--- src/rtl/ldo_seq_pkg.sv ---
package ldo_seq_pkg;

   typedef enum logic [2:0] {
      PM_OFF    = 3'd0,
      PM_PRE    = 3'd1,
      PM_START  = 3'd2,
      PM_ACTIVE = 3'd3,
      PM_SHUT   = 3'd4
   } pm_state_e;

   // Register bit that carries the enable of regulator idx: the upper half of
   // the regulators sits below the lower half, starting at bit lsb.
   function automatic int en_bit_pos(input int idx, input int n, input int lsb);
      return lsb + ((idx + n / 2) % n);
   endfunction

endpackage

--- src/rtl/ldo_seq_slotregs.sv ---
module ldo_seq_slotregs #(
   parameter int NUM_REG  = 4,
   parameter int SLOT_W   = 4,
   parameter int ADDR_W   = 8,
   parameter int DATA_W   = 16,
   parameter logic [ADDR_W-1:0] START_ADDR = 8'h20,
   parameter logic [ADDR_W-1:0] STOP_ADDR  = 8'h21
) (
   input  logic                      clk,
   input  logic                      rst_n,
   input  logic                      bus_wr,
   input  logic [ADDR_W-1:0]         bus_addr,
   input  logic [DATA_W-1:0]         bus_wdata,
   output logic [NUM_REG*SLOT_W-1:0] start_flat,
   output logic [NUM_REG*SLOT_W-1:0] stop_flat
);

   localparam int FLAT_W = NUM_REG * SLOT_W;

   if (FLAT_W > DATA_W) begin : g_bad_width
      $error("slot fields do not fit the data width");
   end

   logic [FLAT_W-1:0] start_q;
   logic [FLAT_W-1:0] stop_q;
   logic              wr_start;
   logic              wr_stop;

   assign wr_start = bus_wr && (bus_addr == START_ADDR);
   assign wr_stop  = bus_wr && (bus_addr == STOP_ADDR);

   always_ff @(posedge clk) begin
      if (!rst_n) begin
         start_q <= '0;
         stop_q  <= '0;
      end else begin
         if (wr_start) start_q <= bus_wdata[FLAT_W-1:0];
         if (wr_stop)  stop_q  <= bus_wdata[FLAT_W-1:0];
      end
   end

   assign start_flat = start_q;
   assign stop_flat  = stop_q;

   // a slot write is visible on the following cycle
   a_r10_start_write: assert property (@(posedge clk) disable iff (!rst_n)
      wr_start |=> start_flat == $past(bus_wdata[FLAT_W-1:0]));
   a_r10_stop_write: assert property (@(posedge clk) disable iff (!rst_n)
      wr_stop |=> stop_flat == $past(bus_wdata[FLAT_W-1:0]));

endmodule

--- src/rtl/ldo_seq_chan.sv ---
module ldo_seq_chan
   import ldo_seq_pkg::*;
#(
   parameter int SLOT_W    = 4,
   parameter int STOP_MAX  = 14
) (
   input  logic              clk,
   input  logic              rst_n,
   input  pm_state_e         state,
   input  logic              enter_active,
   input  logic [SLOT_W-1:0] slot_idx,
   input  logic              slot_stb,
   input  logic              wr_en,
   input  logic              wr_bit,
   input  logic [SLOT_W-1:0] start_slot,
   input  logic [SLOT_W-1:0] stop_slot,
   output logic              en
);

   if (STOP_MAX >= (1 << SLOT_W)) begin : g_bad_stop
      $error("stop slot range does not fit the slot width");
   end

   logic en_q;
   logic pend_v;
   logic pend_d;
   logic start_hit;
   logic stop_assigned;
   logic stop_hit;

   assign start_hit     = slot_stb && (start_slot != '0) && (slot_idx == start_slot);
   assign stop_assigned = (stop_slot != '0) && (int'(stop_slot) <= STOP_MAX);
   assign stop_hit      = slot_stb && stop_assigned && (slot_idx == stop_slot);

   always_ff @(posedge clk) begin
      if (!rst_n) begin
         en_q   <= 1'b0;
         pend_v <= 1'b0;
         pend_d <= 1'b0;
      end else begin
         case (state)
            PM_PRE: begin
               if (wr_en) begin
                  pend_v <= 1'b1;
                  pend_d <= wr_bit;
               end
            end
            PM_ACTIVE: begin
               if (enter_active) begin
                  pend_v <= 1'b0;
                  if (pend_v) en_q <= pend_d;
               end
               if (wr_en) en_q <= wr_bit;
            end
            PM_START: begin
               if (start_hit) en_q <= 1'b1;
            end
            PM_SHUT: begin
               pend_v <= 1'b0;
               if (stop_hit) en_q <= 1'b0;
            end
            PM_OFF: begin
               if (!stop_assigned) en_q <= 1'b0;
            end
            default: ;
         endcase
      end
   end

   assign en = en_q;

   a_r3_active_write: assert property (@(posedge clk) disable iff (!rst_n)
      (state == PM_ACTIVE && wr_en) |=> en == $past(wr_bit));
   a_r4_pre_hold: assert property (@(posedge clk) disable iff (!rst_n)
      (state == PM_PRE) |=> en == $past(en));
   a_r5_start_slot: assert property (@(posedge clk) disable iff (!rst_n)
      (state == PM_START && slot_stb && start_slot != '0 && slot_idx == start_slot) |=> en);
   a_r5_no_strobe: assert property (@(posedge clk) disable iff (!rst_n)
      (state == PM_START && !slot_stb) |=> en == $past(en));
   a_r6_stop_slot: assert property (@(posedge clk) disable iff (!rst_n)
      (state == PM_SHUT && slot_stb && stop_slot != '0 && int'(stop_slot) <= STOP_MAX
       && slot_idx == stop_slot) |=> !en);
   a_r7_off_clear: assert property (@(posedge clk) disable iff (!rst_n)
      (state == PM_OFF && (stop_slot == '0 || int'(stop_slot) > STOP_MAX)) |=> !en);
   a_r8_shut_never_sets: assert property (@(posedge clk) disable iff (!rst_n)
      (state == PM_SHUT && !en) |=> !en);

endmodule

--- src/rtl/ldo_slot_sequencer.sv ---
module ldo_slot_sequencer
   import ldo_seq_pkg::*;
#(
   parameter int NUM_REG   = 4,
   parameter int SLOT_W    = 4,
   parameter int STOP_MAX  = 14,
   parameter int ADDR_W    = 8,
   parameter int DATA_W    = 16,
   parameter int EN_LSB    = 8,
   parameter logic [ADDR_W-1:0] EN_ADDR_A  = 8'h0D,
   parameter logic [ADDR_W-1:0] EN_ADDR_B  = 8'hB0,
   parameter logic [ADDR_W-1:0] START_ADDR = 8'h20,
   parameter logic [ADDR_W-1:0] STOP_ADDR  = 8'h21
) (
   input  logic               clk,
   input  logic               rst_n,
   input  logic [2:0]         pm_state,
   input  logic [SLOT_W-1:0]  slot_idx,
   input  logic               slot_stb,
   input  logic               bus_wr,
   input  logic [ADDR_W-1:0]  bus_addr,
   input  logic [DATA_W-1:0]  bus_wdata,
   output logic [DATA_W-1:0]  bus_rdata,
   output logic [NUM_REG-1:0] ldo_en
);

   localparam int FLAT_W = NUM_REG * SLOT_W;

   if (EN_LSB + NUM_REG > DATA_W) begin : g_bad_en
      $error("enable field does not fit the data width");
   end
   if (NUM_REG % 2 != 0) begin : g_bad_count
      $error("regulator count must be even for the enable bit order");
   end

   pm_state_e         state;
   pm_state_e         prev_state;
   logic              enter_active;
   logic              en_addr_hit;
   logic              en_wr;
   logic [FLAT_W-1:0] start_flat;
   logic [FLAT_W-1:0] stop_flat;
   logic [DATA_W-1:0] en_word;

   assign state        = pm_state_e'(pm_state);
   assign enter_active = (state == PM_ACTIVE) && (prev_state != PM_ACTIVE);
   assign en_addr_hit  = (bus_addr == EN_ADDR_A) || (bus_addr == EN_ADDR_B);
   assign en_wr        = bus_wr && en_addr_hit;

   always_ff @(posedge clk) begin
      if (!rst_n) prev_state <= PM_OFF;
      else        prev_state <= state;
   end

   ldo_seq_slotregs #(
      .NUM_REG   (NUM_REG),
      .SLOT_W    (SLOT_W),
      .ADDR_W    (ADDR_W),
      .DATA_W    (DATA_W),
      .START_ADDR(START_ADDR),
      .STOP_ADDR (STOP_ADDR)
   ) u_slots (
      .clk       (clk),
      .rst_n     (rst_n),
      .bus_wr    (bus_wr),
      .bus_addr  (bus_addr),
      .bus_wdata (bus_wdata),
      .start_flat(start_flat),
      .stop_flat (stop_flat)
   );

   for (genvar i = 0; i < NUM_REG; i++) begin : g_chan
      localparam int BITP = en_bit_pos(i, NUM_REG, EN_LSB);

      ldo_seq_chan #(
         .SLOT_W  (SLOT_W),
         .STOP_MAX(STOP_MAX)
      ) u_chan (
         .clk         (clk),
         .rst_n       (rst_n),
         .state       (state),
         .enter_active(enter_active),
         .slot_idx    (slot_idx),
         .slot_stb    (slot_stb),
         .wr_en       (en_wr),
         .wr_bit      (bus_wdata[BITP]),
         .start_slot  (start_flat[i*SLOT_W +: SLOT_W]),
         .stop_slot   (stop_flat[i*SLOT_W +: SLOT_W]),
         .en          (ldo_en[i])
      );

      assign en_word[BITP] = ldo_en[i];
   end

   for (genvar b = 0; b < DATA_W; b++) begin : g_pad
      if (b < EN_LSB || b >= EN_LSB + NUM_REG) begin : g_zero
         assign en_word[b] = 1'b0;
      end
   end

   always_comb begin
      bus_rdata = '0;
      if (en_addr_hit)               bus_rdata = en_word;
      else if (bus_addr == START_ADDR) bus_rdata[FLAT_W-1:0] = start_flat;
      else if (bus_addr == STOP_ADDR)  bus_rdata[FLAT_W-1:0] = stop_flat;
   end

   // both aliases return identical data
   a_r2_alias_read: assert property (@(posedge clk) disable iff (!rst_n)
      (bus_addr == EN_ADDR_B) |-> bus_rdata[EN_LSB +: NUM_REG] == en_word[EN_LSB +: NUM_REG]
                                  && $countones(bus_rdata) == $countones(ldo_en));
   // writes outside pre-active and active leave outputs unchanged unless a slot acts
   a_r8_ignored_write: assert property (@(posedge clk) disable iff (!rst_n)
      (en_wr && state == PM_START && !slot_stb) |=> ldo_en == $past(ldo_en));

endmodule

--- config.mk ---
export PLATFORM = sky130hd
export DESIGN_NAME = ldo_slot_sequencer
export DESIGN_NICKNAME = d
export VERILOG_FILES = /design/src/rtl/ldo_seq_pkg.sv /design/src/rtl/ldo_seq_slotregs.sv /design/src/rtl/ldo_seq_chan.sv /design/src/rtl/ldo_slot_sequencer.sv
export SDC_FILE = /design/constraint.sdc
export NUM_CORES = 1
export LEC_CHECK = 0
export ABC_AREA = 1
export CORE_MARGIN = 2
export CORE_UTILIZATION = 29
export DETAILED_ROUTE_END_ITERATION = 10
export DONT_BUFFER_PORTS = 1
export HOLD_SLACK_MARGIN = 0.15
export PLACE_DENSITY = 0.53
export SETUP_SLACK_MARGIN = 0.02
export SYNTH_ARGS = -nofsm -noshare
export SYNTH_HDL_FRONTEND = slang
export SYNTH_HIERARCHICAL = 1
export SYNTH_SLANG_ARGS = --single-unit
--- constraint.sdc ---
create_clock -name clk -period 3.1 [get_ports clk]
set_input_delay 0.155 -clock clk [delete_from_list [all_inputs] [get_ports clk]]
set_output_delay 0.155 -clock clk [all_outputs]
set_load 0.03 [all_outputs]
# After elaboration in Yosys (flattened, before gate mapping)
# Index checks and enable logic that the tools add are counted.
dict set report classes {
  n_lt_le_gt_ge 4
  n_eq_ne 33
  n_reduce_logical 42
  mux 34
}
# cell n
set ops {}
lappend ops {{$mux W16} 3}
lappend ops {{$reduce_bool A4 Y1} 9}
lappend ops {{$eq A4 B4 Y1} 8}
lappend ops {{$mux W1} 26}
lappend ops {{$logic_and A1 B1 Y1} 24}
lappend ops {{$reduce_and A6 Y1} 4}
lappend ops {{$eq A8 B6 Y1 const B} 2}
lappend ops {{$le A4 B4 Y1 const B} 4}
lappend ops {{$ne A2 B1 Y1 const B} 8}
lappend ops {{$pmux W1 S4} 4}
lappend ops {{$ne A2 B2 Y1 const B} 6}
lappend ops {{$eq A8 B4 Y1 const B} 1}
lappend ops {{$eq A8 B8 Y1 const B} 1}
lappend ops {{$eq A3 B2 Y1 const B} 2}
lappend ops {{$ne A3 B2 Y1 const B} 2}
lappend ops {{$eq A3 B1 Y1 const B} 1}
lappend ops {{$eq A3 B3 Y1 const B} 1}
lappend ops {{$logic_not A3 Y1} 1}
lappend ops {{$ne A3 B3 Y1 const B} 1}
lappend ops {{$pmux W1 S3} 1}
lappend ops {{$reduce_and A3 Y1} 1}
lappend ops {{$reduce_bool A3 Y1} 1}
lappend ops {{$reduce_and A2 Y1} 1}
lappend ops {{$logic_or A1 B1 Y1} 1}
dict set report word_totals {
  register_bits 44
  elab_cells 125
}

# Logic depth before layout (Yosys ltp)
# Gate-level depths: netlist (run 1).
dict set report depth {
  ltp_word 6
  mapped_depth 16
}

# Modules after synthesis
# Netlist (run 1), hierarchy kept.
# module n_inst cells_each seq_area_each_um2 area_each_um2
set by_module_without_submodules {}
lappend by_module_without_submodules {ldo_seq_slotregs 1 273 640.6 1667.8}
lappend by_module_without_submodules {{ldo_seq_chan (g_chan[0].u_chan ...)} 3 94 60.1 432.9}
lappend by_module_without_submodules {ldo_slot_sequencer 1 103 60.1 536.8}
lappend by_module_without_submodules {{ldo_seq_chan (g_chan[3].u_chan)} 1 93 60.1 429.2}

# Worst setup path after synthesis (run 1)
# No wires, ideal clock.
dict set report synth_timing {
  path_kind {input to register}
  from {in bus_addr[3]}
  to {reg g_chan[0].u_chan.pend_v}
  n_path_buf 0
  path_stages 10
  slack_ps 1549
  arrival_ps 1435
  cell_sequence {nor2_2 nand2_1 nor2_1 nor2_1 nor2_1 inv_1 nor3_1 o22ai_1 nand2_1 a21oi_1}
}
dict set report synth_between {
  elab_chain_len 5
}
# item line_no
set synth_rtl {}
lappend synth_rtl {{start: declaration} ldo_slot_sequencer.sv:21} ;# input logic [ADDR_W-1:0] bus_addr,
lappend synth_rtl {{$eq A8 B4 Y1 / $eq A8 B8 Y1 (equally long branches)} ldo_slot_sequencer.sv:47} ;# assign en_addr_hit = (bus_addr == EN_ADDR_A) || (bus_addr == EN_ADDR_B);
lappend synth_rtl {{$logic_or A1 B1 Y1 *} ldo_slot_sequencer.sv:47}
lappend synth_rtl {{$logic_and A1 B1 Y1 *} ldo_slot_sequencer.sv:48} ;# assign en_wr = bus_wr && en_addr_hit;
lappend synth_rtl {{via en_wr} ldo_slot_sequencer.sv:40} ;# logic en_wr;
lappend synth_rtl {{$ne A2 B2 Y1 (no source line) *} --}
lappend synth_rtl {{$reduce_and A3 Y1 (no source line) *} --}
lappend synth_rtl {{end signal: assignment} ldo_seq_chan.sv:44} ;# pend_v <= 1'b1;
lappend synth_rtl {{end signal: assignment} ldo_seq_chan.sv:50} ;# pend_v <= 1'b0;
lappend synth_rtl {{end signal: assignment} ldo_seq_chan.sv:59} ;# pend_v <= 1'b0;
lappend synth_rtl {{end: declaration} ldo_seq_chan.sv:25} ;# logic pend_v;
# Mark *: on every way through the listed nets, which the timed path passes. The rest lies on a longest branch.
# A chain may end at the register's enable or synchronous reset.

# Worst setup path after layout (run 1)
dict set report layout_timing {
  from {reg prev_state[1]}
  to {reg g_chan[0].u_chan.en_q}
}
dict set report layout_between {
  elab_chain_len 4
}
# item line_no
set layout_rtl {}
lappend layout_rtl {{start: declaration} ldo_slot_sequencer.sv:37} ;# pm_state_e prev_state;
lappend layout_rtl {{start signal: assignment} ldo_slot_sequencer.sv:52} ;# else prev_state <= state;
lappend layout_rtl {{$ne A3 B2 Y1} ldo_slot_sequencer.sv:46} ;# assign enter_active = (state == PM_ACTIVE) && (prev_state != PM_ACTIVE);
lappend layout_rtl {{$logic_and A1 B1 Y1} ldo_slot_sequencer.sv:46}
lappend layout_rtl {{via enter_active} ldo_slot_sequencer.sv:38} ;# logic enter_active;
lappend layout_rtl {{$ne A3 B3 Y1 (no source line)} --}
lappend layout_rtl {{$reduce_and A6 Y1 (no source line)} --}
lappend layout_rtl {{end signal: assignment} ldo_seq_chan.sv:51} ;# if (pend_v) en_q <= pend_d;
lappend layout_rtl {{end signal: assignment} ldo_seq_chan.sv:53} ;# if (wr_en) en_q <= wr_bit;
lappend layout_rtl {{end: declaration} ldo_seq_chan.sv:24} ;# logic en_q;
# The timed path passes the listed nets, and every way through them passes these cells.

==> results of run 1 <==
-- flip-flops by register name (all words and copies together) (netlist names) --
register / flops
u_slots/start_flat: 16
g_chan.u_chan/en: 4
u_slots/stop_flat: 16
g_chan.u_chan/pend_d: 4
prev_state: 3
g_chan.u_chan/pend_v: 4
-- worst max-delay path: cells and delay by family, from the launching register on --
family / cells / cell delay [ns]
buffers and inverters: 2 / 0.08
DFF: 1 / 0.30
and+or+nand+nor: 11 / 1.43
-- power groups by stage --
stage | clock network, mW | registers [mW] | logic (mW)
floorplan | 0 | 0.637 | 0.127
global placement | 0 | 0.641 | 0.144
finish | 0.589 | 0.627 | 0.184
detailed placement | 0 | 0.641 | 0.144
global route | 0.634 | 0.628 | 0.212
CTS | 0.615 | 0.627 | 0.186
-- Yosys cell counts, types with 5 or more instances --
library cell	number
a21oi_1	16
nand2_1	293
nor2_2	5
nand3_1	58
nor2_1	79
inv_2	13
nor3_1	8
o21ai_0	11
nand4_1	5
nor2_4	5
dfxtp_1	47
nand2_2	5
inv_1	174
-- final cells by class --
cell class / instances / area (um2)
timing repair buffer: 24 / 248
fill: 1549 / 8790
clock buffer: 7 / 153
tap: 176 / 220
inverter: 187 / 702
clock inverter: 1 / 7.51
multi-input combinational: 504 / 2180
sequential: 47 / 941
-- per-stage QoR --
step / power (mW) / utilization [%] / cell area (um2) / setup WS [ns] / std cells
after floorplan: 0.764 / - / 3930 / 1.55 / 751
after CTS: 1.43 / 33.6 / 4460 / 1.19 / 946
after detailed placement: 0.786 / 30.6 / 4060 / 1.11 / 915
after global routing: 1.47 / 33.6 / 4460 / 0.977 / 946
after global placement: 0.785 / 30.6 / 4060 / 1.18 / 915
final: 1.40 / 33.6 / 4460 / 1.23 / 946
-- kinds of logic (layout without fill, tap and decap cells) --
logic type,after synthesis,after routing
AND/OR/NAND/NOR,468,468
flip-flops,47,47
AO/OA/AOI/OAI,36,36
buffers and inverters,200,219
-- path summary, 6_finish.rpt --
kind | startpoint | end | slack (ns)
max | prev_state[1] | g_chan[0].u_chan/en | 1.23
min | pm_state[0] | g_chan[2].u_chan/pend_d | 0.17
max reg2reg | prev_state[1] | g_chan[0].u_chan/en | 1.23
min reg2reg | g_chan[0].u_chan/pend_d | g_chan[0].u_chan/pend_d | 0.46
-- routing by layer --
metal,global-route usage [%],part of all wire [%],wire length (um),up-vias
met1,21.6,47,5450,1809
met3,3.96,6.0,699,16
met5,0,0,0,-
met2,28.0,45,5260,87
li1,-,-,-,2227
met4,4.87,1.6,180,0
==> summary.txt, run 1 <==
xor-xnor portion of the synthesized cell area: 0%
Clk network pwr share: 42.0%
most frequent cells in the layout: 293 x nand2_1, 174 x inv_1, 79 x nor2_1
net count after synthesis: 786
Final nets: 804
DR vias/cell: 4.38
Num CTS Buffers: 5
FMAX: 535 MHz
CP Capture Type: flip-flop
count of final hold-check violations: 0
Worst VDD drop: 0.183 mV
GPL Wtd Cong: 0.796
simple-gate share of the synthesized area: 50.7%
relative slew slack: 37.1%
num rows: 42
max_cap viols: 0
Ys Warns: 6
CP max-delay cell: nor3_1
worst endpoint required time: 3.34 ns
Crit Path Class: reg -> reg
Fin Setup TNS: 0 ns
Post-Syn Area: 3930 um2
Ports: 55
hold slack final: 0.165 ns
core area: 13200 um2
DRC Markers: 0
Synth Area in Adders: 0%
via count: 4139
H-tree levels: 2
crit path cell chain: nand2_1 > nor2_1 > nor3_1 > nand2_1 > nand2_1 > nor2_1 > nor2_1 > nand2_1 > inv_2 > nand3_1 > nand2_1 > inv_1 > nor2_1
Comb pwr share: 13.2%
unrepaired setup endpoints after global routing: false
Flop pwr share: 44.8%
Max Buffers Root-to-Sink: 2
diode count: 0
CP startpoint kind: flip-flop
outcome: finished, final reports clean
commonest non-fill, non-tap cell in the layout: nand2_1
Cells after Synth: 751
Chip Width: 120 um
number of antenna violations at the first check in global routing: 0
drt initial violations: 191
post_cts resized: 0
global-route wire length before repair: 19200 um
full die area: 14500 um2
Final min period: 1.87 ns
clock tree from TritonCTS: yes
Post-Syn Area per Cell: 5.24 um2
GRT Resource Usage Total: 16.8%
CTS Sinks: 47
die height: 120 um
Final period util: 60.3%
clock skew: 0.00734 ns
Post-CTS Hold Buffers: 23
CP arrival: 2.11 ns
FF-to-FF path depth: 13
largest net degree at the start of global routing: 42
Slew @ Worst Pin: 0.936 ns
Pint: 1.03 mW
Routed WL per cell: 12.3 um
final slew viol count: 0
Yosys reg bits: 47
Max Fanout on Critical Path: 8
Switching Fraction: 26.7%
# setup viols final: 0
Clock Latency Late Sink: 0.30 ns
Port Buf Inserts: 0
Starting Density: 29.7%
sequential fraction of the synthesis area: 23.9%
mux share of post-synthesis cell area: 0%
P_leak: 2.30 nW
Worst Hold Class: in -> reg
DRT antenna net count: 0
EDFF count, synth: 0
post-synthesis compound-gate area fraction: 4.80%
PD cells: 314 nW/um2
layout cells sized above 1: 6.10%
post-synth top area share: 28.0%
GRT overflow: 0
hold path depth: 4
DP HPWL: 7920 um
CP most frequent cell: nand2_1
synth top area cells: nand2_1 28%, dfxtp_1 24%, inv_1 17%
NetSw: 0.375 mW
Yosys cell types: 28
DRT Pass-1 Iters: 4
main combinational cell family by area after synthesis: simple AND/OR/NAND/NOR gates
vias in the first global route: 3835
Clk pin slew, worst setup/hold paths: 0.07 ns
Post-CTS Setup Bufs: 0
asr flop ratio synth: 0%
slowest stage delay, CP: 0.71 ns
Synth Flop Type: dfxtp_1
area grow syn2layout: 13.3%
CTS Root Cell: clkbuf_16
Synth area leader: nand2_1
Routed WL: 11600 um
Note: power is estimated with default switching activity, not from simulation.
==> inputs of run 2 (changes only) <==
--- a/config.mk
+++ b/config.mk
@@ -5,13 +5,13 @@
 export SDC_FILE = /design/constraint.sdc
 export NUM_CORES = 1
 export LEC_CHECK = 0
-export ABC_AREA = 1
+export ABC_AREA = 0
 export CORE_MARGIN = 2
 export CORE_UTILIZATION = 29
 export DETAILED_ROUTE_END_ITERATION = 10
 export DONT_BUFFER_PORTS = 1
 export HOLD_SLACK_MARGIN = 0.15
-export PLACE_DENSITY = 0.53
+export PLACE_DENSITY = 0.54
 export SETUP_SLACK_MARGIN = 0.02
 export SYNTH_ARGS = -nofsm -noshare
 export SYNTH_HDL_FRONTEND = slang
==> constraint.sdc (replaced) <==
create_clock -name clk -period 1.6 [get_ports clk]
set_input_delay 0.08 -clock clk [delete_from_list [all_inputs] [get_ports clk]]
set_output_delay 0.08 -clock clk [all_outputs]
set_load 0.03 [all_outputs]
==> summary.txt, run 2 <==
H-tree levels: 2
EDFF count, synth: 0
DRT Pass-1 Iters: 4
DRT antenna net count: 0
GRT Resource Usage Total: 15.7%
Final period util: 103%
DR vias/cell: 5.04
failing checks: negative setup slack
Ports: 55
Max Buffers Root-to-Sink: 2
Fin Setup TNS: -0.0434 ns
CTS Root Cell: clkbuf_8
Fillers: 1003
Yosys reg bits: 47
num rows: 37
vias in the first global route: 2842
# setup viols final: 1
synth top area cells: dfxtp_1 31%, mux2i_1 15%, nand2_1 9.1%
Clock Latency Late Sink: 0.31 ns
Num CTS Buffers: 5
sequential fraction of the synthesis area: 31.2%
Chip Width: 106 um
drt initial violations: 170
Final Power: 2.16 mW
worst endpoint required time: 1.52 ns
full die area: 11200 um2
Ys Warns: 6
unrepaired setup endpoints after global routing: true
CTS Sinks: 47
P_leak: 1.70 nW
Routed WL: 9150 um
GPL Wtd Cong: 0.817
Worst VDD drop: 0.411 mV
Synth area leader: dfxtp_1
Final nets: 468
outcome: complete, but fails checks
reg-to-reg startpoint: u_slots/start_flat[9]
area grow syn2layout: 44.9%
via count: 2875
Cells after Synth: 347
GRT overflow: 0
DP HPWL: 5910 um
Crit Path Class: in -> out
Final Instance Area: 4370 um2
net count after synthesis: 382
global-route wire length before repair: 14300 um
Max Fanout on Critical Path: 6
CP startpoint kind: input port
dpl cells: 520
most frequent cells in the layout: 72 x nand2_1, 50 x buf_4, 46 x dfxtp_1
clock tree from TritonCTS: yes
Routed WL per cell: 16.0 um
largest net degree at the start of global routing: 66
relative slew slack: 75.7%
clock skew: 0.0109 ns
Post-Syn Area: 3020 um2
Starting Density: 29.5%
Post-Syn Area per Cell: 8.69 um2
Synth Flop Type: dfxtp_1
DP Area: 3710 um2
most numerous cell in the Yosys netlist: nand2_1
Post-CTS Hold Buffers: 30
Yosys cell types: 50
Slew @ Worst Pin: 0.355 ns
count of final hold-check violations: 0
core area: 10200 um2
final setup margin: -0.0434 ns
PD cells: 494 nW/um2
CP Capture Type: primary output
synth cell count leaders: 73 x nand2_1, 47 x dfxtp_1, 44 x mux2i_1
Port Buf Inserts: 0
number of antenna violations at the first check in global routing: 0
hold path startpoint: pm_state[1]
post-synth top area share: 31.2%
final slew viol count: 0
Setup Slack @ Placement: -0.370 ns
DRC Markers: 0
Worst Hold Class: in -> reg
fin cells: 570
diode count: 0
asr flop ratio synth: 0%
die height: 106 um
max_cap viols: 0
Clk pin slew, worst setup/hold paths: 0.09 ns
crit path from: bus_addr[4]
CP arrival: 1.56 ns
layout cells sized above 1: 27.0%
FMAX: 608 MHz
commonest non-fill, non-tap cell in the layout: nand2_1
Final min period: 1.64 ns
run 2: cell count changes after synthesis, moves of 13 or more:
cell	before	now
inv_1	174	10
nor2_1	79	10
xnor2_1	0	20
inv_2	13	0
mux2i_1	0	44
nand2_1	293	73
nand3_1	58	8
a21oi_1	16	2
run 2: layout make-up:
cell class	instances	area [um2]	area share, %
multi-input cells	277	2150	49.1
repair buffers	92	983	22.5
flip-flops and latches	47	942	21.6
well taps	136	170	3.89
clock buffers	6	72.6	1.66
inverters	10	40.0	0.916
clock inverters	2	16.3	0.372
run 2: stage by stage:
stage	utilization, %	hold WS (ns)
floorplan	-	0.202
global placement	36.3	0.206
detailed placement	36.3	0.209
CTS	40.9	-0.0242
global route	42.7	-0.00447
finish	42.7	0.00127
run 2: critical path, stage by stage:
cell	delay (ns)
or4b_4	0.55
nor4_4	0.29
and2_4	0.30
a22o_1	0.21
buf_12	0.13
run 2: timing repair:
action / 4_1_cts / 5_1_grt
pin swaps: 3 / 1
cloned: 0 / 2
setup endpoints to repair: 8 / 21
endpoints found under the hold margin: 47 / 12
gates resized for setup: 8 / 23
setup buffers: 2 / 16
run 2: worst paths after layout:
kind | slack (ns) | to | depth (start not counted)
setup reg to reg | 0.06 | g_chan[2].u_chan/en | 5
hold reg to reg | 0.48 | g_chan[0].u_chan/pend_v | 2
hold / removal | 0.001 | g_chan[0].u_chan/en | 2
setup / recovery | -0.04 | bus_rdata[5] | 5
run 2: where the power goes:
group          leakage [nW]  switching [mW]  total [mW]  internal (mW)
Sequential            0.380         0.00340        1.18           1.18
Clock                0.0418           0.433       0.748          0.315
Combinational          1.28           0.104       0.232          0.128
run 2: kinds of logic (layout without fill, tap and decap cells):
group | Yosys count | count (layout) | synth area share, %
simple gates | 147 | 148 | 25.9
compound gates | 55 | 55 | 15.1
mux | 48 | 48 | 16.1
flops | 47 | 47 | 31.2
xor+xnor | 26 | 26 | 7.55
buf+inv | 24 | 110 | 4.19
run 2: layer usage:
metal / track usage (%) / share of wire, %
met5: 0 / 0
met2: 26.8 / 47
met1: 20.5 / 45
met4: 2.91 / 1.4
met3: 3.56 / 6.1
==> inputs of run 3 (changes only) <==
--- a/config.mk
+++ b/config.mk
@@ -7,11 +7,11 @@
 export LEC_CHECK = 0
 export ABC_AREA = 0
 export CORE_MARGIN = 2
-export CORE_UTILIZATION = 29
+export CORE_UTILIZATION = 45
 export DETAILED_ROUTE_END_ITERATION = 10
 export DONT_BUFFER_PORTS = 1
 export HOLD_SLACK_MARGIN = 0.15
-export PLACE_DENSITY = 0.54
+export PLACE_DENSITY = 0.72
 export SETUP_SLACK_MARGIN = 0.02
 export SYNTH_ARGS = -nofsm -noshare
 export SYNTH_HDL_FRONTEND = slang
==> summary.txt, run 3 (synthesis gave the netlist of run 2 again) <==
count of final hold-check violations: 3
met1 usage: 30.1%
CTS Root Cell: clkbuf_8
DRT Pass-1 Iters: 10
commonest non-fill, non-tap cell in the layout: nand2_1
DR vias/cell: 5.87
PD cells: 527 nW/um2
DP HPWL: 5480 um
crit path from: bus_addr[3]
Slew @ Worst Pin: 0.391 ns
Comb pwr share: 11.0%
DRC Markers: 4
Num CTS Buffers: 5
Crit Path Class: in -> reg
Flop pwr share: 55.6%
grt met3 use: 4.91%
Final min period: 1.67 ns
# setup viols final: 8
grt peak-use layer: met2
DRT antenna net count: 0
most frequent cells in the layout: 72 x nand2_1, 53 x buf_4, 47 x dfxtp_1
GRT Resource Usage Total: 23.3%
relative slew slack: 73.9%
die height: 85.9 um
Final nets: 461
final setup margin: -0.0692 ns
drt initial violations: 178
Final Power: 2.12 mW
Max Buffers Root-to-Sink: 2
Final Instance Area: 4030 um2
clock tree from TritonCTS: yes
Final period util: 104%
DP Area: 3520 um2
CP Capture Type: flip-flop
largest net degree at the start of global routing: 65
Routed WL per cell: 17.1 um
outcome: complete, but fails checks
global-route wire length before repair: 13900 um
worst endpoint required time: 1.79 ns
Pint: 1.61 mW
area grow syn2layout: 33.7%
clock skew: 0.00635 ns
CP arrival: 1.86 ns
Switching Fraction: 24.1%
Worst Hold Class: in -> reg
diode count: 0
Starting Density: 47.0%
Max Fanout on Critical Path: 4
failing checks: design-rule violations, negative hold slack, negative setup slack
Ports: 55
hold slack final: -0.00518 ns
vias in the first global route: 2906
Chip Width: 85.9 um
Worst VDD drop: 0.356 mV
Post-CTS Hold Buffers: 23
P_leak: 1.57 nW
Port Buf Inserts: 0
via count: 2958
Clk pin slew, worst setup/hold paths: 0.08 ns
core area: 6420 um2
final core occ: 62.8%
full die area: 7370 um2
hold path startpoint: pm_state[1]
CTS Sinks: 47
max_cap viols: 0
unrepaired setup endpoints after global routing: true
Clock Latency Late Sink: 0.30 ns
number of antenna violations at the first check in global routing: 0
reg-to-reg startpoint: prev_state[1]
Routed WL: 8620 um
H-tree levels: 2
CP startpoint kind: input port
FMAX: 599 MHz
GPL Wtd Cong: 0.872
Fin Setup TNS: -0.330 ns
GRT overflow: 0
layout cells sized above 1: 23.7%
num rows: 29
NetSw: 0.513 mW
met2 usage: 37.8%
Clk network pwr share: 33.4%
final slew viol count: 0
## run 3: cell count changes in the layout (fill, tap and decap cells not counted), sizes merged
cell / before / now
buf: 69 / 63
clkinv: 0 / 1
dlymetal6s4s: 1 / 0
inv: 11 / 10
clkbuf: 8 / 6
dlygate4sd3: 20 / 22
## run 3: cell type report
| type | count | area (um2) |
|---|---|---|
| Clock buffer | 6 | 72.6 |
| Clock inverter | 2 | 12.5 |
| Fill cell | 517 | 2390 |
| Inverter | 10 | 37.5 |
| Multi-Input combinational cell | 277 | 2060 |
| Sequential cell | 47 | 941 |
| Tap cell | 77 | 96.3 |
| Timing Repair Buffer | 85 | 808 |
## run 3: worst paths after layout
check / endpoint / slack, ns / depth (start not counted)
hold reg to reg: g_chan[1].u_chan/pend_v / 0.49 / 2
setup / recovery: g_chan[3].u_chan/en / -0.07 / 10
setup reg to reg: g_chan[3].u_chan/en / -0.01 / 9
hold / removal: g_chan[2].u_chan/en / -0.005 / 2
## run 3: worst max-delay path, cell delays in order
cell,delay [ns]
or4_4,0.54
nor2_4,0.10
a41oi_2,0.06
nor3b_4,0.26
buf_4,0.14
a211o_1,0.08
nand2_1,0.06
a221oi_2,0.26
o311ai_2,0.15
mux2i_1,0.13
## run 3: repair_timing
action / CTS / global route
cloned: 1 / 0
gates resized for setup: 6 / 10
pin swaps: 4 / 5
setup endpoints to repair: 15 / 11
buffers inserted: 3 / 12
endpoints found under the hold margin: 47 / 12
## run 3: stage by stage
step                std cells  hold slack (ns)  worst slack (ns)
floorplan                 347            0.202            -0.373
global placement          457            0.204            -0.313
detailed placement        457            0.210            -0.379
CTS                       492          -0.0216           0.00597
global route              504        -0.000189            -0.166
finish                    504         -0.00518           -0.0692
## run 3: routing by layer
| metal | up-vias | part of all wire, % |
|---|---|---|
| met1 | 1433 | 43 |
| met4 | 0 | 2.4 |
| li1 | 1410 | - |
| met5 | - | 0 |
| met2 | 96 | 48 |
| met3 | 19 | 6.1 |
## run 3: power groups by stage
| stage | logic [mW] | clock network (mW) | registers (mW) |
|---|---|---|---|
| 5_1_grt | 0.254 | 0.769 | 1.18 |
| 2_1_floorplan | 0.145 | 0 | 1.21 |
| 3_5_place_dp | 0.147 | 0 | 1.21 |
| 4_1_cts | 0.226 | 0.724 | 1.18 |
| 3_3_place_gp | 0.142 | 0 | 1.21 |
| 6_report | 0.234 | 0.709 | 1.18 |
